**config.mk**
```make
export PLATFORM = sky130hd
export DESIGN_NAME = dt_bridge_pair
export DESIGN_NICKNAME = d
export VERILOG_FILES = /design/src/rtl/dt_pkg.sv /design/src/rtl/dt_ctrl.sv /design/src/rtl/dt_outpath.sv /design/src/rtl/dt_bridge_pair.sv
export SDC_FILE = /design/constraint.sdc
export NUM_CORES = 1
export LEC_CHECK = 0
export BUFFER_PORTS_ARGS = -buffer_cell sky130_fd_sc_hd__buf_2
export CORE_AREA = 2 2 39 41
export CTS_CLUSTER_DIAMETER = 80
export CTS_CLUSTER_SIZE = 16
export DETAILED_ROUTE_END_ITERATION = 10
export DIE_AREA = 0 0 41 43
export PLACE_DENSITY_LB_ADDON = 0.15
export SLEW_MARGIN = 40
export SYNTH_ARGS = -nofsm -noshare
export SYNTH_HDL_FRONTEND = slang
export SYNTH_SLANG_ARGS = --single-unit
```
**constraint.sdc**
```tcl
create_clock -name clk -period 2 [get_ports clk]
set_input_delay 0.4 -clock clk [delete_from_list [all_inputs] [get_ports clk]]
set_output_delay 0.4 -clock clk [all_outputs]
set_load 0.005 [all_outputs]
```
**src/rtl/dt_pkg.sv**
```systemverilog
package dt_pkg;
  // Strobes from the control half to the output datapath
  typedef struct packed {
    logic mainOn;  // main side may conduct (dead time elapsed, ref high)
    logic compOn;  // complementary side may conduct (dead time elapsed, ref low)
    logic drive;   // master enable set and no break
  } strobe_t;
endpackage

```
**src/rtl/dt_ctrl.sv**
```systemverilog
module dt_ctrl #(
  parameter int CNT_W = 8
) (
  input  logic                 clk,
  input  logic                 rstN,
  input  logic                 refIn,
  input  logic [CNT_W-1:0]     deadCount,
  input  logic                 brk,
  input  logic                 enSet,
  input  logic                 enClr,
  output dt_pkg::strobe_t      strb
);
  localparam logic [CNT_W-1:0] CNT_ZERO = '0;

  logic             refQ;
  logic [CNT_W-1:0] cnt;
  logic             enQ;
  logic             edgeSeen;
  logic             windowDone;

  assign edgeSeen   = refIn ^ refQ;
  assign windowDone = (cnt == CNT_ZERO);

  always_ff @(posedge clk or negedge rstN) begin
    if (!rstN) begin
      refQ <= 1'b0;
      cnt  <= CNT_ZERO;
    end else begin
      refQ <= refIn;
      if (edgeSeen)
        cnt <= deadCount;
      else if (!windowDone)
        cnt <= cnt - 1'b1;
    end
  end

  // Master enable: break wins, then set, then clear
  always_ff @(posedge clk or negedge rstN) begin
    if (!rstN)
      enQ <= 1'b0;
    else if (brk)
      enQ <= 1'b0;
    else if (enSet)
      enQ <= 1'b1;
    else if (enClr)
      enQ <= 1'b0;
  end

  always_comb begin
    strb.mainOn = refQ & windowDone;
    strb.compOn = ~refQ & windowDone;
    strb.drive  = enQ & ~brk;
  end

  assert_break_clears_R8: assert property (@(posedge clk) disable iff (!rstN)
    brk |=> !enQ);

  assert_dead_load_R11: assert property (@(posedge clk) disable iff (!rstN)
    edgeSeen |=> cnt == $past(deadCount));

  assert_window_steady_R11: assert property (@(posedge clk) disable iff (!rstN)
    (!edgeSeen && !windowDone) |=> cnt == $past(cnt) - 1'b1);

  assert_gap_after_edge_R3: assert property (@(posedge clk) disable iff (!rstN)
    (edgeSeen && deadCount != CNT_ZERO) |=> (!strb.mainOn && !strb.compOn));
endmodule

```
**src/rtl/dt_outpath.sv**
```systemverilog
module dt_outpath (
  input  logic            clk,
  input  logic            rstN,
  input  dt_pkg::strobe_t strb,
  input  logic            mainPolHigh,
  input  logic            compPolHigh,
  output logic            mainGate,
  output logic            compGate
);
  logic mainAct;
  logic compAct;

  always_comb begin
    mainAct  = strb.mainOn & strb.drive;
    compAct  = strb.compOn & strb.drive;
    mainGate = mainPolHigh ? mainAct : ~mainAct;
    compGate = compPolHigh ? compAct : ~compAct;
  end

  assert_no_overlap_R2: assert property (@(posedge clk) disable iff (!rstN)
    !((mainGate == mainPolHigh) && (compGate == compPolHigh)));

  assert_idle_inactive_R9: assert property (@(posedge clk) disable iff (!rstN)
    !strb.drive |-> (mainGate != mainPolHigh) && (compGate != compPolHigh));
endmodule

```
**src/rtl/dt_bridge_pair.sv**
```systemverilog
module dt_bridge_pair #(
  parameter int CNT_W = 8
) (
  input  logic             clk,
  input  logic             rstN,
  input  logic             refIn,
  input  logic [CNT_W-1:0] deadCount,
  input  logic             mainPolHigh,
  input  logic             compPolHigh,
  input  logic             enSet,
  input  logic             enClr,
  input  logic             brk,
  output logic             mainGate,
  output logic             compGate
);
  dt_pkg::strobe_t strb;

  dt_ctrl #(.CNT_W(CNT_W)) u_ctrl (
    .clk       (clk),
    .rstN      (rstN),
    .refIn     (refIn),
    .deadCount (deadCount),
    .brk       (brk),
    .enSet     (enSet),
    .enClr     (enClr),
    .strb      (strb)
  );

  dt_outpath u_out (
    .clk         (clk),
    .rstN        (rstN),
    .strb        (strb),
    .mainPolHigh (mainPolHigh),
    .compPolHigh (compPolHigh),
    .mainGate    (mainGate),
    .compGate    (compGate)
  );

  assert_break_forces_off_R7: assert property (@(posedge clk) disable iff (!rstN)
    brk |-> (mainGate != mainPolHigh) && (compGate != compPolHigh));
endmodule

```
* After elaboration in Yosys (flattened, before gate mapping)
Cells that the tools add are included.
** Storage, ports and cells
- Word-level logic and storage cells :: 24
- Bits in registers :: 10
- Bits of input ports :: 16
- Output and inout port bits :: 2
** Cells by class
- Bitwise gates (word level) :: 10
- Equal/unequal tests :: 1
- Mux-type cells :: 7
- Add/subtract/negate cells :: 1
- Reductions and logical operators :: 2
** Operators with widths (count)
- 8-bit 2-to-1 mux :: 2
- 8-bit logical NOT :: 1
- 8-bit by 1-bit subtractor with 8-bit output (second input constant) :: 1
- 1-bit bitwise AND :: 5
- 1-bit 2-to-1 mux :: 5
- 1-bit inverter :: 4
- 3-bit nonzero test :: 1
- 2-bit by 1-bit != test with 1-bit output (second input constant) :: 1
- 1-bit XOR :: 1

* Depth between registers and ports, before layout
Gate-level depths: netlist of run 1.
- Depth in word-level cells :: 5
- Mapped depth :: 7
- Gate-level depth less buffers :: 6

* Hierarchy
From an unflattened synthesis of run 1, not the netlist that was laid out.
** Second synthesis, totals
- Cell total of the unflattened synthesis :: 68
- Area, all modules :: 619.3 um^2
** Modules (own cells, without submodules)
- dt_ctrl :: cells each 64, seq. area each 250.2 um^2, area each 594.3 um^2, instances 1
- dt_outpath :: cells each 4, seq. area each 0.0 um^2, area each 25.0 um^2, instances 1

* Least setup slack after synthesis of run 1
OpenSTA, ideal clock, no wires.
- Path kind :: register to output
- From :: register u_ctrl.cnt[0]
- To :: output port mainGate
- Path slack :: 0.192 ns
- Buffers on the path :: 1
- Cell stages (with the launch flop) :: 8
- Arrival time :: 1.408 ns
- Data required time :: 1.600 ns
- Path through :: dfrtp_1 > inv_1 > ha_1 > nor3b_1 > and3_1 > buf_2 > nand4b_1 > xor2_1
** Between the ends
- Word-level cells in the longest chain between the ends :: 5
** Ends and longest elaborated chain
- start, declared :: line dt_ctrl.sv:16 : logic [CNT_W-1:0] cnt;
- start signal, assigned :: line dt_ctrl.sv:31 : cnt <= deadCount;
- start signal, assigned :: line dt_ctrl.sv:33 : cnt <= cnt - 1'b1;
- 8-bit logical NOT (*) :: line dt_ctrl.sv:22 : assign windowDone = (cnt == CNT_ZERO);
- 1-bit bitwise AND (*) :: line dt_ctrl.sv:50 : strb.mainOn = refQ & windowDone;
- 1-bit bitwise AND (*) :: line dt_outpath.sv:14 : mainAct = strb.mainOn & strb.drive;
- 1-bit inverter :: line dt_outpath.sv:16 : mainGate = mainPolHigh ? mainAct : ~mainAct;
- 1-bit 2-to-1 mux (*) :: line dt_outpath.sv:16
- end, declared :: line dt_bridge_pair.sv:13 : output logic mainGate,
Every way passes the cells marked *; elsewhere a longest branch is shown, timed or not.

* Final worst setup path of run 1
Same ends and word-level chain as after synthesis.

==> out/qor.csv, run 1 <==
metric;value;unit
status;finished, violations left;
violations;negative setup slack;
hold_ws;0.2698;ns
routedWlPerCell;12.29;microns
fin_skew;0.005464;ns
numCtsBuffers;3;
synth_enable_flop_cells;0;
die_w;41;microns
grt_max_degree;11;
final_max_slew_viol_count;0;
synthFlopType;dfrtp_1;
drt_iter0_drc;13;
cp-end-kind;output pin;
hp-class;input pin to register;
num_io_pins;18;
synthCells;61;
place.gp.congestion;0.8285;
clock_latency;0.26;ns
dp_hpwl;915.3;microns
slew_headroom;78.34;%
layout.nets;108;
ys_warn_count;0;
cts_tree;done;
grt_overflow;0;
io_buffers;17;
synth.area.top_cells;dfrtp_1 43%, xor2_1 6.0%, ha_1 4.3%;
holdPathEnd;u_ctrl.refQ;
routed-via-count;528;
fin_ws;-0.03649;ns
yosys.area.top_type;dfrtp_1;
leakage;0.0003714;uW
avgSynthCellArea;9.620;sq um
cts_buffer_depth;2;
ys_ff_latch;10;
rsz0062_at_grt;yes;
startpoint_type;register;
design_area;800.8;sq um
cts_max_level;1;
postRouteAntennaNets;0;
dp.cells;95;
syn_area;586.8;sq um
postSynth.asyncResetShare;100.0;%
cap_violations;0;
path_max_fanout;3;
grt_pass1_wl;2125;microns
cts_sinks;10;
post-route-min-period;2.036;ns
required;1.60;ns
dpl_cell_area;698.2;sq um
wirelength;1278;microns
reg2reg_slack;0.08;ns
cts-root-buf;clkbuf_4;
max-vdd-ir-drop;0.4541;mV
min_from;refIn;
drc;0;
clk_pin_slew_worst_paths;0.06;ns
hold_violations;0;
seq_area_frac_synth;42.64;%
core;1384;sq um
yosysTopAreaCellShare;42.64;%
min_delay_path_depth;1;
synth.distinct_cells;27;
reg2reg_depth;6;
yosys.cell_count.top_type;dfrtp_1;
synth_common_cells;10 x dfrtp_1, 6 x nor2_1, 5 x o21ai_0;
timing.final.crit_share;101.8;%
tightest_slew;0.3219;ns
area_growth;36.46;%
start_util;42.41;%
n_antenna_cell;0;
powerDensity;798.9;nW/um^2
layout-drive-gt1-share;43.18;%
path_class;register to output pin;
dieArea;1763;sq um
final_cells;104;
timing.rr.end;u_ctrl.cnt[5];
crit_arrival;1.64;ns
fp.dieH;43;microns
setup_violations;2;
row_count;14;
max_clock_freq;491.0;MHz
r2r_start;u_ctrl.cnt[1];
gr-usage-all-layers;17.87;%
synthesis.nets;79;
antenna_found_initial;0;
grt_pass1_vias;530;
avgViaCountPerCell;5.077;
first_pass_iters;4;
==> sequential cells by signal, summed over array words and instances (netlist names) <==
signal,count
u_ctrl.cnt,8
u_ctrl.enQ,1
u_ctrl.refQ,1
==> metal layers <==
metal	wire length [microns]	vias up	GRT usage, %
met3	42	0	3.141
met2	655	9	28.13
met1	581	248	22.67
met5	0	-	0
li1	-	271	-
met4	0	0	8.000
==> how the worst max path moves through the flow <==
stage             startpoint        to  cells past startpoint
2_1_floorplan  u_ctrl.cnt[0]  mainGate                      7
3_3_place_gp   u_ctrl.cnt[0]  mainGate                      7
3_5_place_dp   u_ctrl.cnt[0]  mainGate                      7
4_1_cts        u_ctrl.cnt[0]  mainGate                      7
5_1_grt        u_ctrl.cnt[1]  mainGate                      7
6_report       u_ctrl.cnt[0]  mainGate                      7
==> timing repair <==
action | 4_1_cts | 5_1_grt
hold endpoints to repair | 10 | 0
pin swaps | 2 | 0
hold buffers | 1 | 0
setup buffers | 4 | 1
endpoints found under the setup margin | 2 | 2
gates resized for setup | 7 | 1
==> worst max-delay path, stage by stage, from the launching register on <==
cell and delay (ns):
dfrtp_1 0.40, inv_2 0.08, ha_4 0.13, nor3b_4 0.18, and3_4 0.21, nand4b_1 0.11
xor2_1 0.15, buf_2 0.12
==> report_power, final <==
group,internal [uW],leakage [uW],total [uW],switching [uW]
combinational,128,0.000238,225,96.8
clock,69.3,0.0000138,134,64.8
sequential,239,0.000120,281,42.0
total,436,0.000371,640,204
==> layout by cell type (no fill, tap or decap) <==
cell / instances
nor3b_4: 1
mux2_2: 2
ha_1: 1
nand2_1: 3
dfrtp_1: 10
nand4b_1: 1
nand2b_1: 2
nor4_1: 1
ha_4: 1
mux2i_1: 1
o31ai_1: 2
buf_4: 8
nor2_1: 6
or4_1: 1
inv_2: 2
nand3_1: 2
a21o_1: 1
buf_2: 17
or3b_2: 1
or4_4: 1
xnor2_1: 1
nor3_1: 1
a21oi_2: 1
and3_4: 1
xor2_1: 4
inv_1: 2
a221o_1: 1
clkbuf_4: 3
o21ai_0: 5
a21oi_1: 3
o31a_1: 1
dlygate4sd3_1: 1
==> final cells by class <==
| cell class | count | area [sq um] |
|---|---|---|
| Timing Repair Buffer | 26 | 155.1 |
| Fill cell | 148 | 583.1 |
| Tap cell | 16 | 20.02 |
| Clock buffer | 3 | 22.52 |
| Inverter | 4 | 15.01 |
| Multi-Input combinational cell | 45 | 337.8 |
| Sequential cell | 10 | 250.2 |
==> cells by family after synthesis <==
kind of cell / Yosys count / synth area share [%]
AND/OR/NAND/NOR: 21 / 20.04
AO/OA/AOI/OAI: 14 / 14.71
flip-flops: 10 / 42.64
buffers and inverters: 6 / 5.329
XOR/XNOR: 5 / 7.462
multiplexers: 3 / 5.544
adder cells (fa/ha/maj): 2 / 4.264
==> through the flow <==
stage                     TNS [ns]  util [%]  worst slack [ns]  total power, uW
after global placement           0     50.45            0.1110            442.5
after global routing       -0.2844     57.87           -0.1388            689.5
after floorplan                  0         -            0.1917            392.2
after CTS                 -0.06027     57.05          -0.05183            633.4
final                     -0.04132     57.87          -0.03649            639.7
after detailed placement         0     50.45           0.08888            446.5
Power figures use the tool's default switching activity.
==> run 2, diff against run 1 <==
SYNTH_HIERARCHICAL = 1   (was default)
==> out/qor.csv, run 2 <==
metric;value;unit;change
reg2reg_depth;8;;+2
status;finished, violations left;;
synth.area.top_cells;dfrtp_1 40%, nand2_1 6.1%, a21oi_1 4.8%;;
post-route-min-period;2.070;ns;+0.03316 ns
n_antenna_cell;0;;unchanged
cts-root-buf;clkbuf_4;;
cts_buffer_depth;2;;unchanged
synth_enable_flop_cells;0;;unchanged
clk_pin_slew_worst_paths;0.06;ns;about the same
p_total;760.9;uW;+19%
synth.distinct_cells;23;;-15%
gr-usage-all-layers;20.00;%;+2.1 points
layout_commonest_cell;buf_2;;
crit_slowest_cell;dfrtp_1;;
slew_headroom;65.66;%;-13 points
min_from;refIn;;
max_clock_freq;483.2;MHz;-1.6%
numCtsBuffers;3;;unchanged
fin_skew;0.007511;ns;+0.002047 ns
fin_ws;-0.06965;ns;-0.03316 ns
dr.max_layer_used;met4;;
critical_path.startpoint;u_ctrl/cnt[0];;
largest_reg_flops;8;;unchanged
fp.dieH;43;microns;unchanged
path_max_fanout;3;;unchanged
cp_num_cells;7;;unchanged
holdPathEnd;u_ctrl/refQ;;
num_io_pins;18;;unchanged
grt_max_degree;11;;unchanged
rsz0062_at_grt;yes;;
wl_met1;593;microns;+2.1%
syn_area;619.3;sq um;+5.5%
path_class;register to output pin;;
clock_latency;0.27;ns;about the same
grt_pass1_vias;568;;+7.2%
setup_violations;2;;unchanged
timing.final.crit_share;103.5;%;+1.7 points
first_pass_iters;4;;unchanged
crit_buf_inv;2;;unchanged
row_count;14;;unchanged
dieArea;1763;sq um;unchanged
fill_cells;121;;-18%
antenna_found_initial;0;;unchanged
place.gp.congestion;0.8236;;-0.59%
dp_hpwl;956;microns;+4.4%
reg2reg_slack;0.27;ns;+0.19 ns
wirelength;1402;microns;+9.7%
routed-via-count;599;;+13%
critical_path.cell_chain;inv_2, ha_4, nor3b_4, and3_4, nand2_2, xor2_1, buf_2;;
cts_max_level;1;;unchanged
drc;0;;unchanged
timing.rr.end;u_ctrl/cnt[4];;
violations;negative setup slack;;
yosysTopAreaCellShare;40.40;%;-2.2 points
powerDensity;846.9;nW/um^2;+6.0%
r2r_start;u_ctrl/cnt[0];;
ys_ff_latch;10;;unchanged
dr_wl_met2;714;microns;+9.0%
postRouteAntennaNets;0;;unchanged
layout-drive-gt1-share;44.66;%;+1.5 points
cp-end-kind;output pin;;
required;1.60;ns;about the same
startpoint_type;register;;
synthFlopType;dfrtp_1;;
top_regs;u_ctrl/cnt x8, u_ctrl/enQ x1, u_ctrl/refQ x1;;
final_cell_mix;17 x buf_2, 14 x buf_4, 10 x dfrtp_1;;
layout.nets;122;;+13%
synthCells;68;;+11%
max-vdd-ir-drop;0.5493;mV;+21%
tightest_slew;0.5133;ns;+0.1914 ns
grt_pass1_wl;2311;microns;+8.8%
fin_setup_tns;-0.08947;ns;-0.04816 ns
min_delay_path_depth;1;;unchanged
critical-path-top-delay-family;simple AND/OR/NAND/NOR gates;;
area_growth;45.05;%;
met3_length;65;microns;+55%
regMostFlops;u_ctrl/cnt;;
synthesis.nets;86;;+8.9%
hp-class;input pin to register;;
cts_tree;done;;
avgViaCountPerCell;5.034;;-0.85%
cts_sinks;10;;unchanged
synth_common_cells;10 x dfrtp_1, 10 x nand2_1, 6 x a21oi_1, 6 x o21ai_0;;
io_buffers;17;;unchanged
post-place-ws;0.04843;ns;-0.04045 ns
avgSynthCellArea;9.108;sq um;-5.3%
die_w;41;microns;unchanged
cpPeakStageDelay;0.39;ns;about the same
core;1384;sq um;unchanged
leakage;0.0004411;uW;+19%
cap_violations;0;;unchanged
start_util;44.76;%;+2.4 points
routedWlPerCell;11.78;microns;-4.1%
drt_iter0_drc;15;;+2
seq_area_frac_synth;40.40;%;-2.2 points
final_max_slew_viol_count;0;;unchanged
grt_overflow;0;;unchanged
crit_arrival;1.67;ns;+0.03 ns
yosys.area.top_type;dfrtp_1;;
ys_warn_count;6;;+6
hold_violations;0;;unchanged
postSynth.asyncResetShare;100.0;%;unchanged
run 2: worst max path at each step:
stage,end,slack (ns)
after detailed placement,mainGate,0.05
after global placement,mainGate,0.12
after floorplan,mainGate,0.21
after global routing,mainGate,-0.21
after CTS,mainGate,-0.09
final,mainGate,-0.07
run 2: layer usage:
metal,track usage [%],up-vias
li1,-,304
met1,23.00,272
met2,31.56,17
met3,4.712,6
met4,12.00,0
met5,0,-
run 2: timing repair:
item,in CTS,in global routing
hold buffers,1,0
resized for setup,7,1
endpoints found under the setup margin,2,2
buffers inserted,9,1
hold endpoints to repair,10,0
pin swaps,4,5
run 2: metrics by stage:
step           instance area, sq um  cells  util [%]  hold WS (ns)
5_1_grt                       898.4    119     64.92        0.2472
3_3_place_gp                  749.5    104     54.16        0.2746
6_report                      898.4    119     64.92        0.2579
4_1_cts                       888.4    118     64.20        0.2518
3_5_place_dp                  749.5    104     54.16        0.2747
2_1_floorplan                 619.3     68         -        0.1044
run 2: logic make-up after synthesis:
| group | after synthesis | synth area share, % |
|---|---|---|
| buffers and inverters | 6 | 3.838 |
| DFF | 10 | 40.40 |
| AOI/OAI and AO/OA | 16 | 14.95 |
| muxes | 3 | 4.849 |
| and+or+nand+nor | 27 | 26.26 |
| xor gates and xnor gates | 4 | 5.658 |
| adders and majority gates | 2 | 4.040 |
run 2: final cells by class:
type	instances	area, sq um	area share [%]
timing repair buffer	32	200.2	22.28
clock buffer	4	36.28	4.039
tap	16	20.02	2.228
inverter	5	18.77	2.089
sequential	10	250.2	27.86
multi-input combinational	52	372.9	41.50
run 2: power breakdown:
part           leakage, uW  internal [uW]  switching (uW)  total (uW)
Combinational     0.000299            163             130         293
Sequential        0.000121            238            44.2         282
Clock            0.0000210            111            75.0         186
==> run 3, diff against run 2 <==
CELL_PAD_IN_SITES_DETAIL_PLACEMENT = 0   (was default)
CELL_PAD_IN_SITES_GLOBAL_PLACEMENT = 1   (was default)
CORE_AREA = default   (was 2 2 39 41)
CORE_MARGIN = 2   (was default)
CORE_UTILIZATION = 36   (was default)
DIE_AREA = default   (was 0 0 41 43)
GPL_TIMING_DRIVEN = 0   (was default)
RECOVER_POWER = 25   (was default)
==> out/qor.csv, run 3 (synthesis gave the netlist of run 2 again) <==
metric;value;unit;change
status;finished, violations left;;
violations;negative setup slack;;
n_antenna_cell;0;;unchanged
r2r_start;u_ctrl/cnt[1];;
largest_reg_flops;8;;unchanged
p_int;497.8;uW;-2.8%
crit_arrival;1.65;ns;-0.02 ns
avgViaCountPerCell;4.786;;-4.9%
max_clock_freq;487.6;MHz;+0.92%
leakage;0.0004245;uW;-3.8%
cts_buffer_depth;2;;unchanged
required;1.60;ns;about the same
min_delay_path_depth;1;;unchanged
io_buffers;17;;unchanged
layout-drive-gt1-share;41.58;%;-3.1 points
cts_tree;done;;
rsz0062_at_grt;yes;;
fin_skew;0.008768;ns;+0.001257 ns
cpPeakStageDelay;0.44;ns;+0.05 ns
grt_pass1_vias;515;;-9.3%
tightest_slew;0.5419;ns;+0.02856 ns
place.gp.congestion;0.7055;;-14%
hold_ws;0.2786;ns;+0.02066 ns
antenna_found_initial;0;;unchanged
start_util;39.73;%;-5.0 points
layout_commonest_cell;buf_2;;
min_from;refIn;;
final_cell_mix;16 x buf_2, 11 x buf_4, 10 x dfrtp_1;;
hold_violations;0;;unchanged
routedWlPerCell;11.34;microns;-3.7%
drt_iter0_drc;5;;-10
cap_violations;0;;unchanged
setup_violations;2;;unchanged
powerDensity;833.2;nW/um^2;-1.6%
p_comb_share;37.0;%;-1.5 points
dp.cells;101;;-2.9%
timing.rr.end;u_ctrl/cnt[4];;
layout.nets;120;;-1.6%
post-place-ws;-0.03656;ns;-0.08499 ns
first_pass_iters;4;;unchanged
holdPathEnd;u_ctrl/refQ;;
fill_cells;149;;+23%
clkPwrFrac;24.1;%;-0.3 points
p_switching;234.1;uW;-6.0%
row_count;14;;unchanged
fp.dieH;45.48;microns;+5.8%
critical-path-top-delay-family;simple AND/OR/NAND/NOR gates;;
grt_overflow;0;;unchanged
cp-end-kind;output pin;;
critical_path.cell_chain;nor4_4, and3_4, nand2_2, xor2_1, buf_2;;
reg2reg_slack;0.32;ns;+0.05 ns
fin_util;56.34;%;-8.6 points
num_io_pins;18;;unchanged
grt_max_degree;11;;unchanged
slew_headroom;63.88;%;-1.8 points
met3_length;77;microns;+18%
routed-via-count;560;;-6.5%
clk_pin_slew_worst_paths;0.07;ns;about the same
cts-root-buf;clkbuf_4;;
grt_pass1_wl;2097;microns;-9.3%
hp-class;input pin to register;;
die_w;45.48;microns;+11%
wl_met1;581;microns;-2.0%
path_max_fanout;5;;+2
p_total;731.8;uW;-3.8%
postRouteAntennaNets;0;;unchanged
crit_slowest_cell;dfrtp_1;;
dr.max_layer_used;met4;;
gr-usage-all-layers;14.23;%;-5.8 points
reg2reg_depth;7;;-1
final_max_slew_viol_count;0;;unchanged
wirelength;1327;microns;-5.3%
numCtsBuffers;3;;unchanged
top_regs;u_ctrl/cnt x8, u_ctrl/enQ x1, u_ctrl/refQ x1;;
post-route-min-period;2.051;ns;-0.01878 ns
path_class;register to output pin;;
p_seq_share;38.9;%;+1.8 points
cts_sinks;10;;unchanged
crit_buf_inv;1;;-1
core;1559;sq um;+13%
cts_max_level;1;;unchanged
max-vdd-ir-drop;0.5745;mV;+4.6%
regMostFlops;u_ctrl/cnt;;
dp_hpwl;891;microns;-6.8%
fin_ws;-0.05087;ns;+0.01878 ns
startpoint_type;register;;
drc;0;;unchanged
clock_latency;0.26;ns;about the same
area_growth;41.82;%;
timing.final.crit_share;102.5;%;-0.94 points
swShare;31.98;%;-0.73 points
final_cells;117;;-1.7%
dieArea;2068;sq um;+17%
dr_wl_met2;658;microns;-7.8%
-- run 3: worst max-delay path by stage --
stage / startpoint / endpoint / slack [ns] / cells after the start
final: u_ctrl/cnt[2] / mainGate / -0.05 / 5
after global placement: u_ctrl/cnt[1] / mainGate / -0.03 / 7
after detailed placement: u_ctrl/cnt[0] / compGate / -0.04 / 8
after global routing: u_ctrl/cnt[1] / mainGate / -0.16 / 7
after floorplan: u_ctrl/cnt[0] / mainGate / 0.21 / 6
after CTS: u_ctrl/cnt[1] / mainGate / -0.05 / 7
-- run 3: power groups by stage --
stage,Combinational [uW],Clock [uW],Sequential [uW]
2_1_floorplan,142,0,279
3_3_place_gp,185,0,288
3_5_place_dp,186,0,288
4_1_cts,253,182,282
5_1_grt,302,193,289
6_report,271,176,284
-- run 3: final cells by class --
class                           count  area (sq um)  share of cell area [%]
Clock buffer                        4         36.28                   4.131
Buffer                              1         5.005                  0.5698
Sequential cell                    10         250.2                   28.49
Tap cell                           16         20.02                   2.279
Multi-Input combinational cell     52         372.9                   42.45
Inverter                            5         18.77                   2.137
Timing Repair Buffer               29         175.2                   19.94
-- run 3: routing by layer --
metal	GRT usage, %	vias up
li1	-	297
met1	18.00	249
met2	23.10	12
met3	5.952	2
met4	1.765	0
met5	0	-
-- run 3: timing repair --
item / in CTS / in global routing
hold endpoints to repair: 10 / 0
setup endpoints to repair: 2 / 2
resized for setup: 7 / 1
hold buffers: 1 / 0
setup buffers: 8 / 3
gates cloned: 0 / 0
pin swaps: 2 / 1
-- run 3: stage by stage --
stage	TNS [ns]	area, sq um
floorplan	0	619.3
global placement	-0.05455	724.4
detailed placement	-0.07286	724.4
CTS	-0.05988	855.8
global route	-0.2742	878.3
finish	-0.06618	878.3
